## src/rtl/banked_intc_pkg.sv

```systemverilog
package banked_intc_pkg;
  localparam int NUM_SRC   = 40;
  localparam int BANK_W    = 32;
  localparam int NUM_BANKS = (NUM_SRC + BANK_W - 1) / BANK_W;
  localparam int SLOT_ID_W = 6;
  localparam int ADDR_W    = 8;
  localparam int DATA_W    = 32;

  typedef enum logic [3:0] {
    K_NONE, K_IRQ_PEND, K_MASK, K_STEER, K_FIQ_PEND,
    K_RAW, K_CTRL, K_HIGHEST, K_SLOT
  } regKind_e;

  typedef struct packed {
    logic                 rdEn;
    logic                 wrEn;
    regKind_e             kind;
    logic                 bankSel;
    logic [SLOT_ID_W-1:0] slotIdx;
  } busStrobe_t;
endpackage

```

## src/rtl/banked_intc_ctrl.sv

```systemverilog
module banked_intc_ctrl
  import banked_intc_pkg::*;
#(
  parameter int AW = ADDR_W
) (
  input  logic          busValid,
  input  logic          busWrite,
  input  logic [AW-1:0] busAddr,
  output busStrobe_t    strobe
);
  localparam int WORD_W   = AW - 2;
  localparam int SLOT_LO0 = 7;   // first low-slot word
  localparam int BANK1_W0 = 39;  // first bank-1 word
  localparam int SLOT_HI0 = 44;  // first high-slot word
  localparam int SLOT_HI1 = SLOT_HI0 + (NUM_SRC - BANK_W) - 1;

  logic [WORD_W-1:0] wordIdx;
  regKind_e          kindDec;
  logic              bankDec;
  logic [SLOT_ID_W-1:0] slotDec;
  logic              writable;

  assign wordIdx = busAddr[AW-1:2];

  function automatic regKind_e bankKind(input int off);
    case (off)
      0:       return K_IRQ_PEND;
      1:       return K_MASK;
      2:       return K_STEER;
      3:       return K_FIQ_PEND;
      4:       return K_RAW;
      default: return K_NONE;
    endcase
  endfunction

  always_comb begin
    kindDec = K_NONE;
    bankDec = 1'b0;
    slotDec = '0;
    if (busAddr[1:0] == 2'b00) begin
      if (int'(wordIdx) <= 4) begin
        kindDec = bankKind(int'(wordIdx));
      end else if (int'(wordIdx) == 5) begin
        kindDec = K_CTRL;
      end else if (int'(wordIdx) == 6) begin
        kindDec = K_HIGHEST;
      end else if (int'(wordIdx) < SLOT_LO0 + BANK_W) begin
        kindDec = K_SLOT;
        slotDec = SLOT_ID_W'(int'(wordIdx) - SLOT_LO0);
      end else if (int'(wordIdx) < BANK1_W0 + 5) begin
        kindDec = bankKind(int'(wordIdx) - BANK1_W0);
        bankDec = 1'b1;
      end else if (int'(wordIdx) <= SLOT_HI1) begin
        kindDec = K_SLOT;
        slotDec = SLOT_ID_W'(BANK_W + int'(wordIdx) - SLOT_HI0);
      end
    end
  end

  always_comb begin
    case (kindDec)
      K_MASK, K_STEER, K_CTRL, K_SLOT: writable = 1'b1;
      default:                         writable = 1'b0;
    endcase
  end

  assign strobe.rdEn    = busValid & ~busWrite;
  assign strobe.wrEn    = busValid & busWrite & writable;
  assign strobe.kind    = kindDec;
  assign strobe.bankSel = bankDec;
  assign strobe.slotIdx = slotDec;

  always_comb begin
    // a read-only or unmapped offset never yields a write strobe
    AST_RO_NO_STROBE: assert (!(strobe.wrEn && (kindDec == K_NONE || kindDec == K_RAW ||
                                kindDec == K_HIGHEST || kindDec == K_IRQ_PEND ||
                                kindDec == K_FIQ_PEND)));
  end
endmodule

```

## src/rtl/banked_intc_dp.sv

```systemverilog
module banked_intc_dp
  import banked_intc_pkg::*;
#(
  parameter int NSRC = NUM_SRC,
  parameter int BW   = BANK_W,
  parameter int DW   = DATA_W
) (
  input  logic            clk,
  input  logic            rstN,
  input  logic [NSRC-1:0] srcLevel,
  input  logic            halted,
  input  busStrobe_t      strobe,
  input  logic [DW-1:0]   busWdata,
  input  logic [DW-1:0]   prioCode,
  output logic [DW-1:0]   busRdata,
  output logic            irqOut,
  output logic            fiqOut,
  output logic            wakeOut
);
  localparam int NB    = (NSRC + BW - 1) / BW;
  localparam int PAD_W = NB * BW;
  localparam int VALID_BIT = DW - 1;

  logic [NSRC-1:0] maskR, steerR;
  logic            ctrlR;
  logic [NSRC-1:0] liveMasked, irqVec, fiqVec, wakeVec;
  logic [DW-1:0]   slotRd [NSRC];

  assign liveMasked = srcLevel & maskR;
  assign irqVec     = liveMasked & ~steerR;
  assign fiqVec     = liveMasked & steerR;
  assign wakeVec    = srcLevel & (maskR | {NSRC{~ctrlR}});

  // per-source enable and routing bits
  for (genvar gi = 0; gi < NSRC; gi++) begin : g_src
    localparam int BANK = gi / BW;
    localparam int POS  = gi % BW;
    always_ff @(posedge clk or negedge rstN) begin
      if (!rstN) begin
        maskR[gi]  <= 1'b0;
        steerR[gi] <= 1'b0;
      end else if (strobe.wrEn && int'(strobe.bankSel) == BANK) begin
        if (strobe.kind == K_MASK)  maskR[gi]  <= busWdata[POS];
        if (strobe.kind == K_STEER) steerR[gi] <= busWdata[POS];
      end
    end
  end

  // priority slots: valid flag and source number only
  for (genvar gs = 0; gs < NSRC; gs++) begin : g_slot
    logic                 slotValid;
    logic [SLOT_ID_W-1:0] slotId;
    always_ff @(posedge clk or negedge rstN) begin
      if (!rstN) begin
        slotValid <= 1'b0;
        slotId    <= '0;
      end else if (strobe.wrEn && strobe.kind == K_SLOT && int'(strobe.slotIdx) == gs) begin
        slotValid <= busWdata[VALID_BIT];
        slotId    <= busWdata[SLOT_ID_W-1:0];
      end
    end
    assign slotRd[gs] = {slotValid, {(DW-1-SLOT_ID_W){1'b0}}, slotId};
  end

  always_ff @(posedge clk or negedge rstN) begin
    if (!rstN) begin
      ctrlR  <= 1'b0;
      irqOut <= 1'b0;
      fiqOut <= 1'b0;
    end else begin
      if (strobe.wrEn && strobe.kind == K_CTRL) ctrlR <= busWdata[0];
      irqOut <= |irqVec;
      fiqOut <= |fiqVec;
    end
  end

  assign wakeOut = halted & (|wakeVec);

  function automatic logic [DW-1:0] bankOf(input logic [NSRC-1:0] vec, input logic sel);
    logic [PAD_W-1:0] padded;
    padded = PAD_W'(vec);
    return DW'(padded[int'(sel)*BW +: BW]);
  endfunction

  always_comb begin
    busRdata = '0;
    if (strobe.rdEn) begin
      case (strobe.kind)
        K_IRQ_PEND: busRdata = bankOf(irqVec, strobe.bankSel);
        K_FIQ_PEND: busRdata = bankOf(fiqVec, strobe.bankSel);
        K_RAW:      busRdata = bankOf(srcLevel, strobe.bankSel);
        K_MASK:     busRdata = bankOf(maskR, strobe.bankSel);
        K_STEER:    busRdata = bankOf(steerR, strobe.bankSel);
        K_CTRL:     busRdata = DW'(ctrlR);
        K_HIGHEST:  busRdata = prioCode;
        K_SLOT:     busRdata = slotRd[strobe.slotIdx];
        default:    busRdata = '0;
      endcase
    end
  end

  AST_WAKE_NEEDS_HALT: assert property (@(posedge clk) disable iff (!rstN)
    !halted |-> !wakeOut);
  AST_FIQ_NEEDS_SOURCE: assert property (@(posedge clk) disable iff (!rstN)
    fiqOut |-> $past(|srcLevel));
  AST_IRQ_NEEDS_ENABLE: assert property (@(posedge clk) disable iff (!rstN)
    irqOut |-> $past(|maskR));
  AST_STEER_HOLD: assert property (@(posedge clk) disable iff (!rstN)
    !(strobe.wrEn && strobe.kind == K_STEER) |=> $stable(steerR));
  AST_MASK_HOLD: assert property (@(posedge clk) disable iff (!rstN)
    !(strobe.wrEn && strobe.kind == K_MASK) |=> $stable(maskR));
  AST_SLOT_RESERVED_ZERO: assert property (@(posedge clk) disable iff (!rstN)
    (strobe.rdEn && strobe.kind == K_SLOT) |-> (busRdata[DW-2:SLOT_ID_W] == '0));
endmodule

```

## src/rtl/banked_intc.sv

```systemverilog
module banked_intc
  import banked_intc_pkg::*;
#(
  parameter int NSRC = NUM_SRC,
  parameter int AW   = ADDR_W,
  parameter int DW   = DATA_W
) (
  input  logic            clk,
  input  logic            rstN,
  input  logic [NSRC-1:0] srcLevel,
  input  logic            halted,
  input  logic            busValid,
  input  logic            busWrite,
  input  logic [AW-1:0]   busAddr,
  input  logic [DW-1:0]   busWdata,
  output logic [DW-1:0]   busRdata,
  input  logic [DW-1:0]   prioCode,
  output logic            irqOut,
  output logic            fiqOut,
  output logic            wakeOut
);
  busStrobe_t strobe;

  banked_intc_ctrl #(.AW(AW)) u_ctrl (
    .busValid (busValid),
    .busWrite (busWrite),
    .busAddr  (busAddr),
    .strobe   (strobe)
  );

  banked_intc_dp #(.NSRC(NSRC), .BW(BANK_W), .DW(DW)) u_dp (
    .clk      (clk),
    .rstN     (rstN),
    .srcLevel (srcLevel),
    .halted   (halted),
    .strobe   (strobe),
    .busWdata (busWdata),
    .prioCode (prioCode),
    .busRdata (busRdata),
    .irqOut   (irqOut),
    .fiqOut   (fiqOut),
    .wakeOut  (wakeOut)
  );
endmodule

```

## config.mk

```make
export PLATFORM = sky130hd
export DESIGN_NAME = banked_intc
export DESIGN_NICKNAME = d
export VERILOG_FILES = /design/src/rtl/banked_intc_pkg.sv /design/src/rtl/banked_intc_ctrl.sv /design/src/rtl/banked_intc_dp.sv /design/src/rtl/banked_intc.sv
export SDC_FILE = /design/constraint.sdc
export NUM_CORES = 1
export LEC_CHECK = 0
export ABC_AREA = 1
export BUFFER_PORTS_ARGS = -buffer_cell sky130_fd_sc_hd__buf_2
export CORE_AREA = 2 2 211 213
export CTS_BUF_LIST = sky130_fd_sc_hd__clkbuf_8
export CTS_CLUSTER_DIAMETER = 80
export DETAILED_ROUTE_END_ITERATION = 7
export DIE_AREA = 0 0 213 215
export MAX_ROUTING_LAYER = met4
export PLACE_DENSITY = 0.64
export SLEW_MARGIN = 20
export SYNTH_ARGS = -nofsm -noshare
export SYNTH_HDL_FRONTEND = slang
export SYNTH_SLANG_ARGS = --single-unit
export TNS_END_PERCENT = 30
```

## constraint.sdc

```tcl
create_clock -name clk -period 4.9 [get_ports clk]
set_clock_uncertainty 0.15 [all_clocks]
set_input_delay 1.225 -clock clk [delete_from_list [all_inputs] [get_ports clk]]
set_output_delay 1.225 -clock clk [all_outputs]
set_load 0.01 [all_outputs]
```

## Yosys cells after proc, flatten, opt, wreduce, memory -nomap -nowiden

Index checks and enable logic that the tools add are counted.

- $add $sub $neg: 4
- Magnitude comparators: 5
- Eq/ne operators: 57
- Bitwise operators: 14
- Multiplexer cells: 28
- Shift-type cells: 5
- Reduce and logical (&&, ||, !) cells: 56

Operator list:

| kind | count |
|---|---|
| indexed part select 64 x 7 -> 32 bit | 5 |
| case mux 32 bit (8 select lines) | 1 |
| binary-select mux 32 bit (select 6 bit) | 1 |
| bitwise AND 40 bit | 4 |
| equality test 6 bit, second input constant | 24 |
| OR reduction 40 bit | 3 |
| two-way mux 32 bit | 3 |
| equality test 32 x 2 -> 1 bit, second input constant | 2 |
| equality test 6 x 5 -> 1 bit, second input constant | 8 |
| logical AND 1 bit | 44 |
| two-way mux 6 bit | 7 |
| NOT 40 bit | 1 |
| OR 40 bit | 1 |
| equality test 6 x 4 -> 1 bit, second input constant | 6 |
| equality test 32 x 1 -> 1 bit, second input constant | 1 |
| equality test 32 x 3 -> 1 bit, second input constant | 1 |
| logical NOT 32 bit | 1 |
| case mux 3 bit (5 select lines) | 2 |
| two-way mux 4 bit | 7 |
| equality test 6 x 2 -> 1 bit, second input constant | 3 |
| equality test 6 x 3 -> 1 bit, second input constant | 3 |
| equality test 4 x 3 -> 1 bit, second input constant | 4 |
| logical NOT 6 bit | 2 |
| < comparator 6 bit, second input constant | 2 |
| 18 further kinds | 33 |

- Word-level logic and storage cells: 332
- Register bits: 363

## Logic depth before layout (Yosys ltp)

- Word-level depth: 15
- Gate-level depth with buffers: 23

## Cells and area by module

From an unflattened synthesis, not the netlist that was laid out.

- Cell total of the unflattened synthesis: 2,789
- Area, all modules: 19,657.6 um^2

By module, submodules not included:

| module | seq. area each (um^2) | cells each | area each (um^2) | times used |
|---|---|---|---|---|
| banked_intc_dp | 9,083.7 | 2,670 | 19,020.7 | 1 |
| banked_intc_ctrl | 0.0 | 119 | 636.9 | 1 |

## Worst setup path after synthesis

Ideal clock, no wire load.

- Path type: input -> output
- Start: input busAddr[2]
- End: output busRdata[16]
- Path buffers: 2
- Data arrival time: 3.262 ns
- Slack: 0.263 ns
- Data required time: 3.525 ns
- Stages on the path: 19
- Cell sequence: inv_1 ha_1 inv_1 nand2_1 nand3_1 inv_2 nor2_2 nand2_1 nand2_4 nand2_1 nor2_2 nand2_1 inv_2 buf_4 buf_4 nand2_1 nand4_1 nand2_1 a21oi_1

- Word-level cells in the longest chain between the ends: 15
- Elaborated cells on any way between the ends: 61
- Classes of those cells: add/sub (4); order compare (4); eq/ne (18); shift (5); mux (27); bitwise (1); reduce/logical (2)

RTL lines:

| element | RTL line | RTL |
|---|---|---|
| start: declaration | banked_intc.sv:14 | `input logic [AW-1:0] busAddr,` |
| adder 6 bit | banked_intc_ctrl.sv:55 | `slotDec = SLOT_ID_W'(BANK_W + int'(wordIdx) - SLOT_HI0);` |
| subtractor 6 bit | banked_intc_ctrl.sv:55 |  |
| two-way mux 6 bit | banked_intc_ctrl.sv:53 | `end else if (int'(wordIdx) <= SLOT_HI1) begin` |
| two-way mux 6 bit | banked_intc_ctrl.sv:50 | `end else if (int'(wordIdx) < BANK1_W0 + 5) begin` |
| two-way mux 6 bit | banked_intc_ctrl.sv:47 | `end else if (int'(wordIdx) < SLOT_LO0 + BANK_W) begin` |
| two-way mux 6 bit | banked_intc_ctrl.sv:45 | `end else if (int'(wordIdx) == 6) begin` |
| two-way mux 6 bit | banked_intc_ctrl.sv:43 | `end else if (int'(wordIdx) == 5) begin` |
| two-way mux 6 bit | banked_intc_ctrl.sv:41 | `if (int'(wordIdx) <= 4) begin` |
| two-way mux 6 bit | banked_intc_ctrl.sv:40 | `if (busAddr[1:0] == 2'b00) begin` |
| NOT 6 -> 7 bit (implied by the code) | banked_intc_dp.sv:96 | `K_SLOT: busRdata = slotRd[strobe.slotIdx];` |
| binary-select mux 32 bit (select 6 bit) | banked_intc_dp.sv:96 |  |
| two-way mux 32 bit (implied by the code) (2 in a row) | banked_intc_dp.sv:96 |  |
| case mux 32 bit (8 select lines) (*) | banked_intc_dp.sv:88 | `case (strobe.kind)` |
| two-way mux 32 bit (*) | banked_intc_dp.sv:87 | `if (strobe.rdEn) begin` |
| end: declaration | banked_intc.sv:16 | `output logic [DW-1:0] busRdata,` |

Mark *: on every way between the ends. The rest lies on a longest branch, timed or not. The select of a mux whose other input is x is not followed.

## Worst setup path in the final report

- Start: input busAddr[2]
- End: output busRdata[0]

Same word-level chain as after synthesis.

==> run metrics <==
Yosys cell types=between 50 and 60; root buffer cell=clkbuf_8; Bufs on Longest Clock Path=3; Worst Hold Depth=2; worst hold path startpoint=u_dp.g_slot[21].slotId[3]$_DFFE_PN0P_; post-synthesis simple-gate area fraction=between 30% and 40%; CTS tree=yes; top cells by area, synth=dfrtp_1, nand2_1, o21ai_1, inv_1, o21ai_0; Yosys top cell by area=dfrtp_1; pin count of the biggest net entering global routing=a little under 100; Die Width=roughly 210 microns; Rel. slew slack=between 20% and 30%; slowest stage delay, CP=roughly 0.20 ns; RSZ-0062 raised after global routing=yes; CP Buf/Inv Count=10; max-slew violations=0; Critical Path AT=3.83 ns; minimum clock period=between 5 and 6 ns; layout cells sized above 1=around a fifth; largest family of logic cells by synthesized area=simple AND/OR/NAND/NOR gates; NetSw=roughly 0.0021 W; FF+latch count, synth=roughly 360; # Max-Cap Violations=0; gr usage total=between 30% and 40%; RD Place Congestion=0.977; IO buf count=between 150 and 200; CP top delay family=buffers and inverters; Final setup violation count=32; H-tree Lvls=3; worst-margin pin slew=~1.1 ns; Peak supply drop=~0.21 mV; via count=around 22,000; top-count cell post-synth=nand2_1; die area=between 40,000 and 50,000 sq um; dpl hpwl=about 53,000 microns; Yosys top cell area share=between 40% and 50%; critical path's slowest cell=a21oi_2; CORE AREA=about 44,000 sq um; Adder-Cell Fraction of Synth Area=0.464%; Startpoint Class=input pin; final setup TNS=-4.27 ns; synth-to-layout area growth=26.1%; worst slack at placement=-0.593 ns; worst r2r src=u_dp.maskR[5]$_DFFE_PN0P_; Starting Density=between 40% and 50%; final hold vios=0; Final Non-Filler Cells=4,124; vias per cell=approximately 5.4; DRC=0; Clock Sinks=approximately 360; pwr dens=264 nW/um^2; die height=between 200 and 250 microns; first-pass GRT wire length=between 100,000 and 150,000 microns; Post-Syn Area=about 22,000 sq um; Leak=about 13 nW; Post-synth EDFFs=0; Compound-Gate Fraction of Synth Area=roughly an eighth; fmax=just under 200 MHz; Routed Antenna Nets=0; hold_buf cts=0; cts bufs inserted=69; Layout Nets=3,608; sequential share of power=between 40% and 50%; status=finished with violations; Worst Path Required=around 3.5 ns; number of antenna violations at the first check in global routing=1; post-synthesis sequential area ratio=roughly 42%; Site Rows=slightly below 80; final worst slack=-0.301 ns; Net Sw Frac=29.7%; failing checks=negative setup slack; Syn Inst Count=approximately 3,200; average size of a mapped cell=6.83 sq um; commonest cells in the synthesized netlist=nand2_1, dfrtp_1, inv_1; clock latency on the worst-skew pair=roughly 0.66 ns; worst reg-to-reg path cell count=6; Hold Crit Class=reg2reg; drt wl/cell=around 19 microns; crit path capture type=output port; Worst-path clk slew=about 0.050 ns; clock power share=41.0%; critical path depth=26; CP Max Fanout=6; multiplexer area fraction after synthesis=0%; DP Cell Count=3,952; Yosys warning total=0; final period utilization=106%; Post-synth ARST share=100%; Post-Synth XOR/XNOR Area=0%; Primary FF master, synth=dfrtp_1; drt initial violations=approximately 2,100; Internal Pwr Total=between 0.005 and 0.006 W; most frequent CP cell=nand2_2; Crit Path Class=in2out; Syn Nets=between 3,000 and 4,000; GR Overflow Total=0; critical path launch point=busAddr[2]; drt total wl=78,200 microns; Comb power frac=approximately 16%; # IOs=between 150 and 200; vias in the first global route=21,762; 1st-pass router iterations=6
-- timing repair --
item                       in CTS  in global routing
setup buffers                  39                  8
pin swaps                      54                 43
setup endpoints to repair      32                 32
gates resized for setup       170                 87
cloned                          6                  0
-- through the flow --
stage / cell area, sq um / util [%] / hold slack (ns) / total power [W]
2_1_floorplan: 21500 / - / 0.294 / 0.00365
3_3_place_gp: 24300 / 55.7 / 0.309 / 0.00414
3_5_place_dp: 24300 / 55.7 / 0.316 / 0.00414
4_1_cts: 26800 / 61.5 / 0.329 / 0.00718
5_1_grt: 27200 / 62.3 / 0.343 / 0.00747
6_report: 27200 / 62.3 / 0.328 / 0.00718
-- tightest hold or removal path, delay by kind of cell (launching register included) --
kind,cells,cell delay (ns)
DFF,1,0.33
AOI/OAI and AO/OA,1,0.06
and+or+nand+nor,1,0.05
-- path summary, 6_finish.rpt --
kind	to	slack, ns
hold reg to reg	u_dp.g_slot[21].slotId[3]$_DFFE_PN0P_	0.33
setup reg to reg	u_dp.irqOut$_DFF_PN0_	2.47
hold / removal	u_dp.g_slot[21].slotId[3]$_DFFE_PN0P_	0.33
min in group asynchronous	u_dp.g_slot[39].slotValid$_DFFE_PN0P_	0.49
setup / recovery	busRdata[0]	-0.30
max in group asynchronous	u_dp.maskR[37]$_DFFE_PN0P_	3.16
-- registers in the layout, summed over array words and instances, names as in the netlist --
register	count
u_dp.ctrlR	1
u_dp.fiqOut	1
u_dp.g_slot.slotId	240
u_dp.g_slot.slotValid	40
u_dp.irqOut	1
u_dp.maskR	40
u_dp.steerR	40
-- logic make-up (layout without fill, tap and decap cells) --
| group | Yosys count | in the layout |
|---|---|---|
| adder cells (fa/ha/maj) | 8 | 8 |
| flip-flops | 363 | 363 |
| AND/OR/NAND/NOR | 1712 | 1712 |
| buffers and inverters | 534 | 912 |
| other | 0 | 1 |
| AO/OA/AOI/OAI | 536 | 536 |
-- cell type report --
cell class                 instances  area [sq um]
multi-input combinational       2256         10900
fill                            4158         16500
timing repair inverter             1          7.51
tap                              592           741
inverter                         355          1370
timing repair buffer             437          3740
sequential                       363          9080
clock buffer                      85          1170
antenna                            1          2.50
clock inverter                    34           174
-- layer usage --
metal | vias to the layer above | global-route usage [%] | part of all wire (%)
met5 | - | - | 0
met4 | 0 | 16.1 | 4.4
met3 | 210 | 7.73 | 8.4
met2 | 924 | 53.3 | 45
met1 | 10499 | 46.9 | 42
li1 | 10698 | - | -
-- power by group through the flow --
stage / Clock, W / Sequential [W] / Combinational (W)
floorplan: 0 / 0.00315 / 0.000506
global placement: 0 / 0.00315 / 0.000983
detailed placement: 0 / 0.00316 / 0.000987
CTS: 0.00300 / 0.00310 / 0.00108
global route: 0.00313 / 0.00311 / 0.00123
finish: 0.00294 / 0.00311 / 0.00113
-- cells in the final DEF (no fill, tap or decap), drive strengths merged, types with 2 or more instances in the layout --
master and n:
o22ai 2, nor4 11, bufbuf 2, nand3b 25, buf 435, nand4 93, a2111oi 2, clkbuf 85
and3 2, clkinvlp 4, o211ai 7, nor2 219, nand3 136, a21oi 53, clkinv 16, inv 370
o32ai 6, o21ai 449, o31ai 2, nor3 7, o21bai 6, or2 8, nand2 1208, ha 8
o221ai 2, dfrtp 363
Note: power is estimated with default switching activity, not from simulation.
